===== src/rtl/kwdt_pkg.sv =====
package kwdt_pkg;
  localparam int REG_AW = 3;

  typedef enum logic [REG_AW-1:0] {
    REG_REV   = 3'd0,
    REG_CTRL  = 3'd1,
    REG_LOAD  = 3'd2,
    REG_COUNT = 3'd3,
    REG_TRIG  = 3'd4,
    REG_SEQ   = 3'd5,
    REG_STAT  = 3'd6
  } reg_idx_e;

  typedef enum logic [1:0] {
    SEQ_IDLE = 2'd0,
    SEQ_ON1  = 2'd1,
    SEQ_OFF1 = 2'd2
  } seq_st_e;

  localparam logic [15:0] KEY_ON_A  = 16'hBBBB;
  localparam logic [15:0] KEY_ON_B  = 16'h4444;
  localparam logic [15:0] KEY_OFF_A = 16'hAAAA;
  localparam logic [15:0] KEY_OFF_B = 16'h5555;

  localparam int PEND_CTRL = 0;
  localparam int PEND_LOAD = 2;
  localparam int PEND_TRIG = 3;
  localparam int PEND_SEQ  = 4;
endpackage


===== src/rtl/kwdt_seq.sv =====
module kwdt_seq
  import kwdt_pkg::*;
#(
  parameter int DATA_W = 32
) (
  input  logic              clk_i,
  input  logic              rst_ni,
  input  logic              wr_i,
  input  logic [DATA_W-1:0] key_i,
  output logic              start_o,
  output logic              stop_o
);
  seq_st_e state_q, state_d;
  logic is_on_a, is_on_b, is_off_a, is_off_b;

  assign is_on_a  = key_i == DATA_W'(KEY_ON_A);
  assign is_on_b  = key_i == DATA_W'(KEY_ON_B);
  assign is_off_a = key_i == DATA_W'(KEY_OFF_A);
  assign is_off_b = key_i == DATA_W'(KEY_OFF_B);

  assign start_o = wr_i && (state_q == SEQ_ON1)  && is_on_b;
  assign stop_o  = wr_i && (state_q == SEQ_OFF1) && is_off_b;

  // any write resynchronises; a first key always opens a new pair
  always_comb begin
    state_d = state_q;
    if (wr_i) begin
      if (is_on_a)       state_d = SEQ_ON1;
      else if (is_off_a) state_d = SEQ_OFF1;
      else               state_d = SEQ_IDLE;
    end
  end

  always_ff @(posedge clk_i or negedge rst_ni) begin
    if (!rst_ni) state_q <= SEQ_IDLE;
    else         state_q <= state_d;
  end

  AST_SEQ_RESYNC: assert property (@(posedge clk_i) disable iff (!rst_ni)
    (wr_i && !is_on_a && !is_off_a) |=> state_q == SEQ_IDLE);
  AST_SEQ_DONE_IDLE: assert property (@(posedge clk_i) disable iff (!rst_ni)
    (start_o || stop_o) |=> state_q == SEQ_IDLE);
endmodule


===== src/rtl/kwdt_prescaler.sv =====
module kwdt_prescaler #(
  parameter int RATIO_W = 3
) (
  input  logic               clk_i,
  input  logic               rst_ni,
  input  logic               tick_i,
  input  logic               run_i,
  input  logic               clear_i,
  input  logic               en_i,
  input  logic [RATIO_W-1:0] ratio_i,
  output logic               step_o
);
  localparam int PRE_W = (1 << RATIO_W) - 1;

  logic [PRE_W-1:0] pre_q, mask;
  logic             done;

  assign mask   = (PRE_W'(1) << ratio_i) - PRE_W'(1);
  assign done   = !en_i || (pre_q == mask);
  assign step_o = run_i && tick_i && done;

  always_ff @(posedge clk_i or negedge rst_ni) begin
    if (!rst_ni)                pre_q <= '0;
    else if (!run_i || clear_i) pre_q <= '0;
    else if (tick_i)            pre_q <= done ? '0 : pre_q + PRE_W'(1);
  end

  AST_PRE_RANGE: assert property (@(posedge clk_i) disable iff (!rst_ni)
    (run_i && en_i) |-> pre_q <= mask);
endmodule


===== src/rtl/kwdt_counter.sv =====
module kwdt_counter #(
  parameter int CNT_W = 32
) (
  input  logic             clk_i,
  input  logic             rst_ni,
  input  logic             step_i,
  input  logic             reload_i,
  input  logic [CNT_W-1:0] load_i,
  output logic [CNT_W-1:0] count_o,
  output logic             wrap_o
);
  logic [CNT_W-1:0] count_q;
  logic             wrap_q;
  logic             at_top;

  assign at_top  = &count_q;
  assign count_o = count_q;
  assign wrap_o  = wrap_q;

  always_ff @(posedge clk_i or negedge rst_ni) begin
    if (!rst_ni) begin
      count_q <= '0;
      wrap_q  <= 1'b0;
    end else begin
      wrap_q <= step_i && !reload_i && at_top;
      if (reload_i)    count_q <= load_i;
      else if (step_i) count_q <= at_top ? load_i : count_q + CNT_W'(1);
    end
  end

  AST_COUNT_HOLD: assert property (@(posedge clk_i) disable iff (!rst_ni)
    (!step_i && !reload_i) |=> $stable(count_o));
  AST_COUNT_UP: assert property (@(posedge clk_i) disable iff (!rst_ni)
    (step_i && !reload_i && !at_top) |=> count_o == $past(count_o) + CNT_W'(1));
  AST_RELOAD_VAL: assert property (@(posedge clk_i) disable iff (!rst_ni)
    reload_i |=> count_o == $past(load_i));
  AST_WRAP_LOAD: assert property (@(posedge clk_i) disable iff (!rst_ni)
    wrap_o |-> count_o == $past(load_i));
endmodule


===== src/rtl/keyed_wdt.sv =====
module keyed_wdt
  import kwdt_pkg::*;
#(
  parameter int          DATA_W   = 32,
  parameter int          CNT_W    = 32,
  parameter int          RATIO_W  = 3,
  parameter logic [7:0]  REV_CODE = 8'h31
) (
  input  logic              clk_i,
  input  logic              rst_ni,
  input  logic              tick_i,
  input  logic              we_i,
  input  logic [REG_AW-1:0] addr_i,
  input  logic [DATA_W-1:0] wdata_i,
  output logic [DATA_W-1:0] rdata_o,
  output logic              reset_req_o
);
  localparam int CTRL_W  = RATIO_W + 1;
  localparam int CTRL_LO = 2;
  localparam int CTRL_HI = CTRL_LO + CTRL_W - 1;

  logic              run_q;
  logic [CTRL_W-1:0] ctrl_q, ctrl_sh;
  logic [CNT_W-1:0]  load_q, load_sh, load_nxt;
  logic [DATA_W-1:0] trig_last_q;
  logic              trig_req_q;
  logic              pend_ctrl, pend_load, pend_trig, pend_seq;
  logic              run_upd_q, run_tgt_q;
  logic              wr_ctrl, wr_load, wr_trig, wr_seq;
  logic              seq_start, seq_stop;
  logic              step, reload;
  logic [CNT_W-1:0]  count;
  logic [DATA_W-1:0] stat_w;

  assign wr_ctrl = we_i && (addr_i == REG_CTRL);
  assign wr_load = we_i && (addr_i == REG_LOAD);
  assign wr_trig = we_i && (addr_i == REG_TRIG);
  assign wr_seq  = we_i && (addr_i == REG_SEQ);

  // configuration lands only when the timer was stopped at this tick
  assign load_nxt = (pend_load && !run_q) ? load_sh : load_q;
  assign reload   = tick_i && trig_req_q;

  always_comb begin
    stat_w            = '0;
    stat_w[PEND_CTRL] = pend_ctrl;
    stat_w[PEND_LOAD] = pend_load;
    stat_w[PEND_TRIG] = pend_trig;
    stat_w[PEND_SEQ]  = pend_seq;
  end

  always_ff @(posedge clk_i or negedge rst_ni) begin
    if (!rst_ni) begin
      run_q       <= 1'b0;
      ctrl_q      <= '0;
      ctrl_sh     <= '0;
      load_q      <= '0;
      load_sh     <= '0;
      trig_last_q <= '0;
      trig_req_q  <= 1'b0;
      pend_ctrl   <= 1'b0;
      pend_load   <= 1'b0;
      pend_trig   <= 1'b0;
      pend_seq    <= 1'b0;
      run_upd_q   <= 1'b0;
      run_tgt_q   <= 1'b0;
    end else begin
      if (tick_i) begin
        if (pend_ctrl && !run_q) ctrl_q <= ctrl_sh;
        load_q     <= load_nxt;
        if (run_upd_q) run_q <= run_tgt_q;
        pend_ctrl  <= 1'b0;
        pend_load  <= 1'b0;
        pend_trig  <= 1'b0;
        pend_seq   <= 1'b0;
        trig_req_q <= 1'b0;
        run_upd_q  <= 1'b0;
      end
      if (wr_ctrl) begin
        ctrl_sh   <= wdata_i[CTRL_HI:CTRL_LO];
        pend_ctrl <= 1'b1;
      end
      if (wr_load) begin
        load_sh   <= CNT_W'(wdata_i);
        pend_load <= 1'b1;
      end
      if (wr_trig) begin
        pend_trig   <= 1'b1;
        trig_last_q <= wdata_i;
        if (wdata_i != trig_last_q) trig_req_q <= 1'b1;
      end
      if (wr_seq) begin
        pend_seq <= 1'b1;
        if (seq_start || seq_stop) begin
          run_upd_q <= 1'b1;
          run_tgt_q <= seq_start;
        end
      end
    end
  end

  kwdt_seq #(.DATA_W(DATA_W)) i_seq (
    .clk_i   (clk_i),
    .rst_ni  (rst_ni),
    .wr_i    (wr_seq),
    .key_i   (wdata_i),
    .start_o (seq_start),
    .stop_o  (seq_stop)
  );

  kwdt_prescaler #(.RATIO_W(RATIO_W)) i_pre (
    .clk_i   (clk_i),
    .rst_ni  (rst_ni),
    .tick_i  (tick_i),
    .run_i   (run_q),
    .clear_i (reload),
    .en_i    (ctrl_q[CTRL_W-1]),
    .ratio_i (ctrl_q[RATIO_W-1:0]),
    .step_o  (step)
  );

  kwdt_counter #(.CNT_W(CNT_W)) i_cnt (
    .clk_i    (clk_i),
    .rst_ni   (rst_ni),
    .step_i   (step),
    .reload_i (reload),
    .load_i   (load_nxt),
    .count_o  (count),
    .wrap_o   (reset_req_o)
  );

  always_comb begin
    rdata_o = '0;
    case (addr_i)
      REG_REV:   rdata_o[7:0] = REV_CODE;
      REG_CTRL:  rdata_o[CTRL_HI:CTRL_LO] = ctrl_q;
      REG_LOAD:  rdata_o = DATA_W'(load_q);
      REG_COUNT: rdata_o = DATA_W'(count);
      REG_TRIG:  rdata_o = trig_last_q;
      REG_STAT:  rdata_o = stat_w;
      default:   rdata_o = '0;
    endcase
  end

  AST_CFG_FROZEN: assert property (@(posedge clk_i) disable iff (!rst_ni)
    (run_q && tick_i) |=> ($stable(load_q) && $stable(ctrl_q)));
  AST_PEND_CLEAR: assert property (@(posedge clk_i) disable iff (!rst_ni)
    (tick_i && !we_i) |=> stat_w == '0);
  AST_REQ_SOURCE: assert property (@(posedge clk_i) disable iff (!rst_ni)
    reset_req_o |-> ($past(tick_i) && $past(run_q)));
  AST_RUN_SEQ: assert property (@(posedge clk_i) disable iff (!rst_ni)
    (!run_q && !run_upd_q) |=> !run_q);
endmodule


===== config.mk =====
export PLATFORM = sky130hd
export DESIGN_NAME = keyed_wdt
export DESIGN_NICKNAME = d
export VERILOG_FILES = /design/src/rtl/kwdt_pkg.sv /design/src/rtl/kwdt_seq.sv /design/src/rtl/kwdt_prescaler.sv /design/src/rtl/kwdt_counter.sv /design/src/rtl/keyed_wdt.sv
export SDC_FILE = /design/constraint.sdc
export NUM_CORES = 1
export LEC_CHECK = 0
export BUFFER_PORTS_ARGS = -buffer_cell sky130_fd_sc_hd__clkbuf_2
export CAP_MARGIN = 40
export CORE_MARGIN = 4
export CORE_UTILIZATION = 55
export CTS_BUF_LIST = sky130_fd_sc_hd__clkbuf_4 sky130_fd_sc_hd__clkbuf_8
export DETAILED_ROUTE_END_ITERATION = 6
export PLACE_DENSITY = 0.89
export RECOVER_POWER = 25
export SYNTH_ARGS = -nofsm -noshare
export SYNTH_HDL_FRONTEND = slang
export SYNTH_SLANG_ARGS = --single-unit
export TNS_END_PERCENT = 50

===== constraint.sdc =====
create_clock -name clk_i -period 2.6 [get_ports clk_i]
set_input_delay 0.52 -clock clk_i [delete_from_list [all_inputs] [get_ports clk_i]]
set_output_delay 0.52 -clock clk_i [all_outputs]
set_load 0.05 [all_outputs]

==> results.py <==
metrics = {
    "timing": {
        "rsz0062_at_grt": "yes",
        "slew_headroom_pct": -28.98,
        "setup_viol": 35,
        "setup_ws_ps": -159.8,
        "final-max-slew-violation-count": 77,
        "fin_tns_setup_ps": -3589,
        "final-hold-violation-count": 0,
        "fin_skew_ps": 9.350,
        "clock.fmax_mhz": 362.3,
        "finalCriticalPeriod_ps": 2760,
        "fin_crit_sh_pct": 106.1,
        "worst_pin_slew_ps": 1935,
    },
    "cells_and_area": {
        "drive_gt1_share_pct": 28.58,
        "antenna_cells": 0,
        "area_growth_pct": 23.75,
        "nNetsFinal": 1082,
    },
    "placed_design": {
        "gp_congestion": 0.9166,
        "portBuffers": 71,
        "place.detailed.hpwl_mm": 19.00,
        "dp_slack_ps": -179.7,
    },
    "worst_setup_path": {
        "worst_ep_required_time_ps": 2960,
        "criticalPathCategory": "reg2reg",
        "worstPathMaxFanout": 6,
        "cp.arrival_ps": 3120,
        "endpoint_kind": "register",
        "startpoint_type": "register",
        "cpPeakStageDelay_ps": 480,
        "cp_cell_sequence": "or3_4, ha_4, or4_1, o211ai_1, a32o_2, buf_6, o211a_4, a21oi_4, bufbuf_16, o32a_1",
        "cpMaxStageDelayCell": "or4_1",
    },
    "routing": {
        "firstDrtPassIters": 7,
        "drc": 2,
        "antenna_left": 0,
        "vias": 8759,
        "drtIter0Drc": 1283,
        "routed_wl_mm": 29.96,
        "vias_per_cell": 6.930,
        "wl_per_cell_um": 23.70,
    },
    "grt": {
        "grt_pass1_wl_mm": 46.29,
        "gr-total-overflow": 0,
        "grt_usage_pct": 32.63,
        "antenna_found_initial": 0,
        "grt_max_degree": 77,
        "grt_pass1_vias": 8409,
    },
    "synth": {
        "synth.distinct_cells": 71,
        "synthesis.area_um2": 8728,
        "synth_ff_type": "dfrtp_1",
        "synth-seq-cells": 154,
        "avgSynthCellArea_um2": 9.276,
        "synth_fp_nets": 983,
        "synth_warnings": 0,
        "netlist_instances": 941,
        "synthArstFlopShare_pct": 100.0,
        "synth_seq_area_share_pct": 44.15,
        "synth-edff-count": 0,
    },
    "power_and_ir_drop": {
        "power_leakage_nw": 4.685,
        "power.total_mw": 8.206,
        "powerDensity_nw_per_um2": 759.7,
        "peakVddDrop_v": 0.0005330,
    },
    "clocking": {
        "cts_buffers": 17,
        "cts_max_level": 4,
        "cts_hold_buf": 0,
        "cts-root-buf": "clkbuf_8",
        "clkLatencyLatePin_ps": 470,
        "ctsLongestPathBuffers": 2,
        "clkTransAtPathRegs_ps": 90,
        "clock_sinks": 154,
        "cts_tree": "done",
    },
    "die": {
        "io_pins": 72,
        "die_w_um": 134.0,
        "rows": 45,
        "die-area_um2": 17950,
        "core-area_um2": 15370,
        "start_util_pct": 56.78,
        "die_h_um": 134.0,
    },
    "hold_path": {
        "hold_class": "in2reg",
    },
    "outcome": {
        "violations": "design-rule violations, max-capacitance violations, max-slew violations, negative setup slack",
        "outcome": "finished, violations left",
    },
    "flow_run": {
        "max_cap_violations": 1,
    },
}
[flip-flops by register name (all words and copies together) (netlist names), 2 cells and up]
signal / cells
trig_last_q: 32
load_q: 32
i_seq.state_q: 2
i_cnt.count_o: 32
ctrl_sh: 4
ctrl_q: 4
i_pre.pre_q: 7
load_sh: 32
[layout by cell type, fill, tap and decap left out, drive strengths merged, types with 13 or more instances in the layout]
cell    count
nand2     227
dfrtp     154
buf        93
mux2       74
clkbuf     63
a21oi      48
o21ai      45
mux2i      36
xor2       33
nor2       30
nand3      26
nor4       21
inv        20
a31oi      16
o32a       15
and3       15
nand4      13
[final timing paths]
kind,startpoint,end,slack (ps),cells past startpoint
worst max-delay path,ctrl_q[2],i_cnt.count_o[21],-160,10
worst min-delay path,wdata_i[29],trig_last_q[29],300,3
worst max register to register,ctrl_q[2],i_cnt.count_o[21],-160,10
worst min register to register,trig_req_q,i_cnt.wrap_o,490,1
max in group asynchronous,rst_ni,i_cnt.count_o[24],350,2
min in group asynchronous,rst_ni,trig_last_q[0],580,1
[Yosys cell counts (all sizes together), types with 4 or more instances]
| library cell | n | area, µm² |
|---|---|---|
| a21oi | 48 | 244.0 |
| xnor2 | 5 | 43.79 |
| buf | 27 | 148.9 |
| nand2 | 227 | 852.1 |
| mux2 | 74 | 833.3 |
| nand3 | 26 | 130.1 |
| nand4b | 4 | 35.03 |
| nor3 | 12 | 65.06 |
| nand2b | 5 | 31.28 |
| a31oi | 16 | 106.4 |
| o21ai | 45 | 225.2 |
| and3 | 15 | 93.84 |
| o31ai | 5 | 37.54 |
| clkbuf | 31 | 117.6 |
| nand4 | 13 | 87.58 |
| xor2 | 33 | 289.0 |
| nor2b | 7 | 43.79 |
| mux2i | 36 | 360.4 |
| inv | 16 | 60.06 |
| dfrtp | 154 | 3854 |
| nor2 | 30 | 112.6 |
| o22ai | 8 | 50.05 |
| and2 | 6 | 37.54 |
| o32a | 15 | 150.1 |
| nor4 | 21 | 143.9 |
| o2bb2ai | 4 | 35.03 |
[worst max-delay path: cells and delay by family, from the launching register on]
| kind | cells | cell delay [ps] |
|---|---|---|
| and+or+nand+nor | 2 | 890 |
| AOI/OAI and AO/OA | 5 | 780 |
| buffers and inverters | 2 | 410 |
| DFF | 1 | 390 |
| adders and majority gates | 1 | 170 |
[power breakdown]
part	switching (mW)	internal, mW	total (mW)
logic	1.50	1.27	2.77
registers	0.606	2.93	3.54
clock network	0.973	0.925	1.90
total	3.08	5.12	8.21
[layer usage]
metal	part of all wire, %	track usage [%]	vias up
met5	0	0	-
li1	-	-	3559
met3	12	7.839	203
met1	35	41.90	4165
met4	6.6	15.43	0
met2	46	52.33	832
[layout make-up]
class	count	area, µm²
tap	211	264.0
fill	922	4569
timing repair buffer	137	1441
sequential	154	3854
clock buffer	20	269.0
multi-input combinational	714	4776
clock inverter	12	137.6
inverter	16	60.06
[per-stage QoR]
step	util, %	instance area, µm²	instances	hold slack (ps)
2_1_floorplan	-	8805	941	224.4
3_3_place_gp	65.87	10120	1221	467.8
3_5_place_dp	65.87	10120	1221	482.0
4_1_cts	69.49	10680	1260	92.41
5_1_grt	70.27	10800	1264	296.3
6_report	70.27	10800	1264	295.3
[logic make-up (layout without fill, tap and decap cells)]
group / after synthesis / in the layout / share of synthesized area, %
mux: 110 / 110 / 13.68
simple gates: 388 / 388 / 20.94
xor+xnor: 38 / 38 / 3.813
compound gates: 174 / 175 / 13.25
buf+inv: 74 / 185 / 3.741
flops: 154 / 154 / 44.15
fa+ha+maj: 3 / 3 / 0.4301
[repair_timing]
item | 4_1_cts | 5_1_grt
setup endpoints to repair | 36 | 41
gates resized for setup | 8 | 27
buffers inserted | 3 | 4
gates cloned | 4 | 1
pin swaps | 6 | 13
No activity file was read; power rests on OpenSTA's default activity.
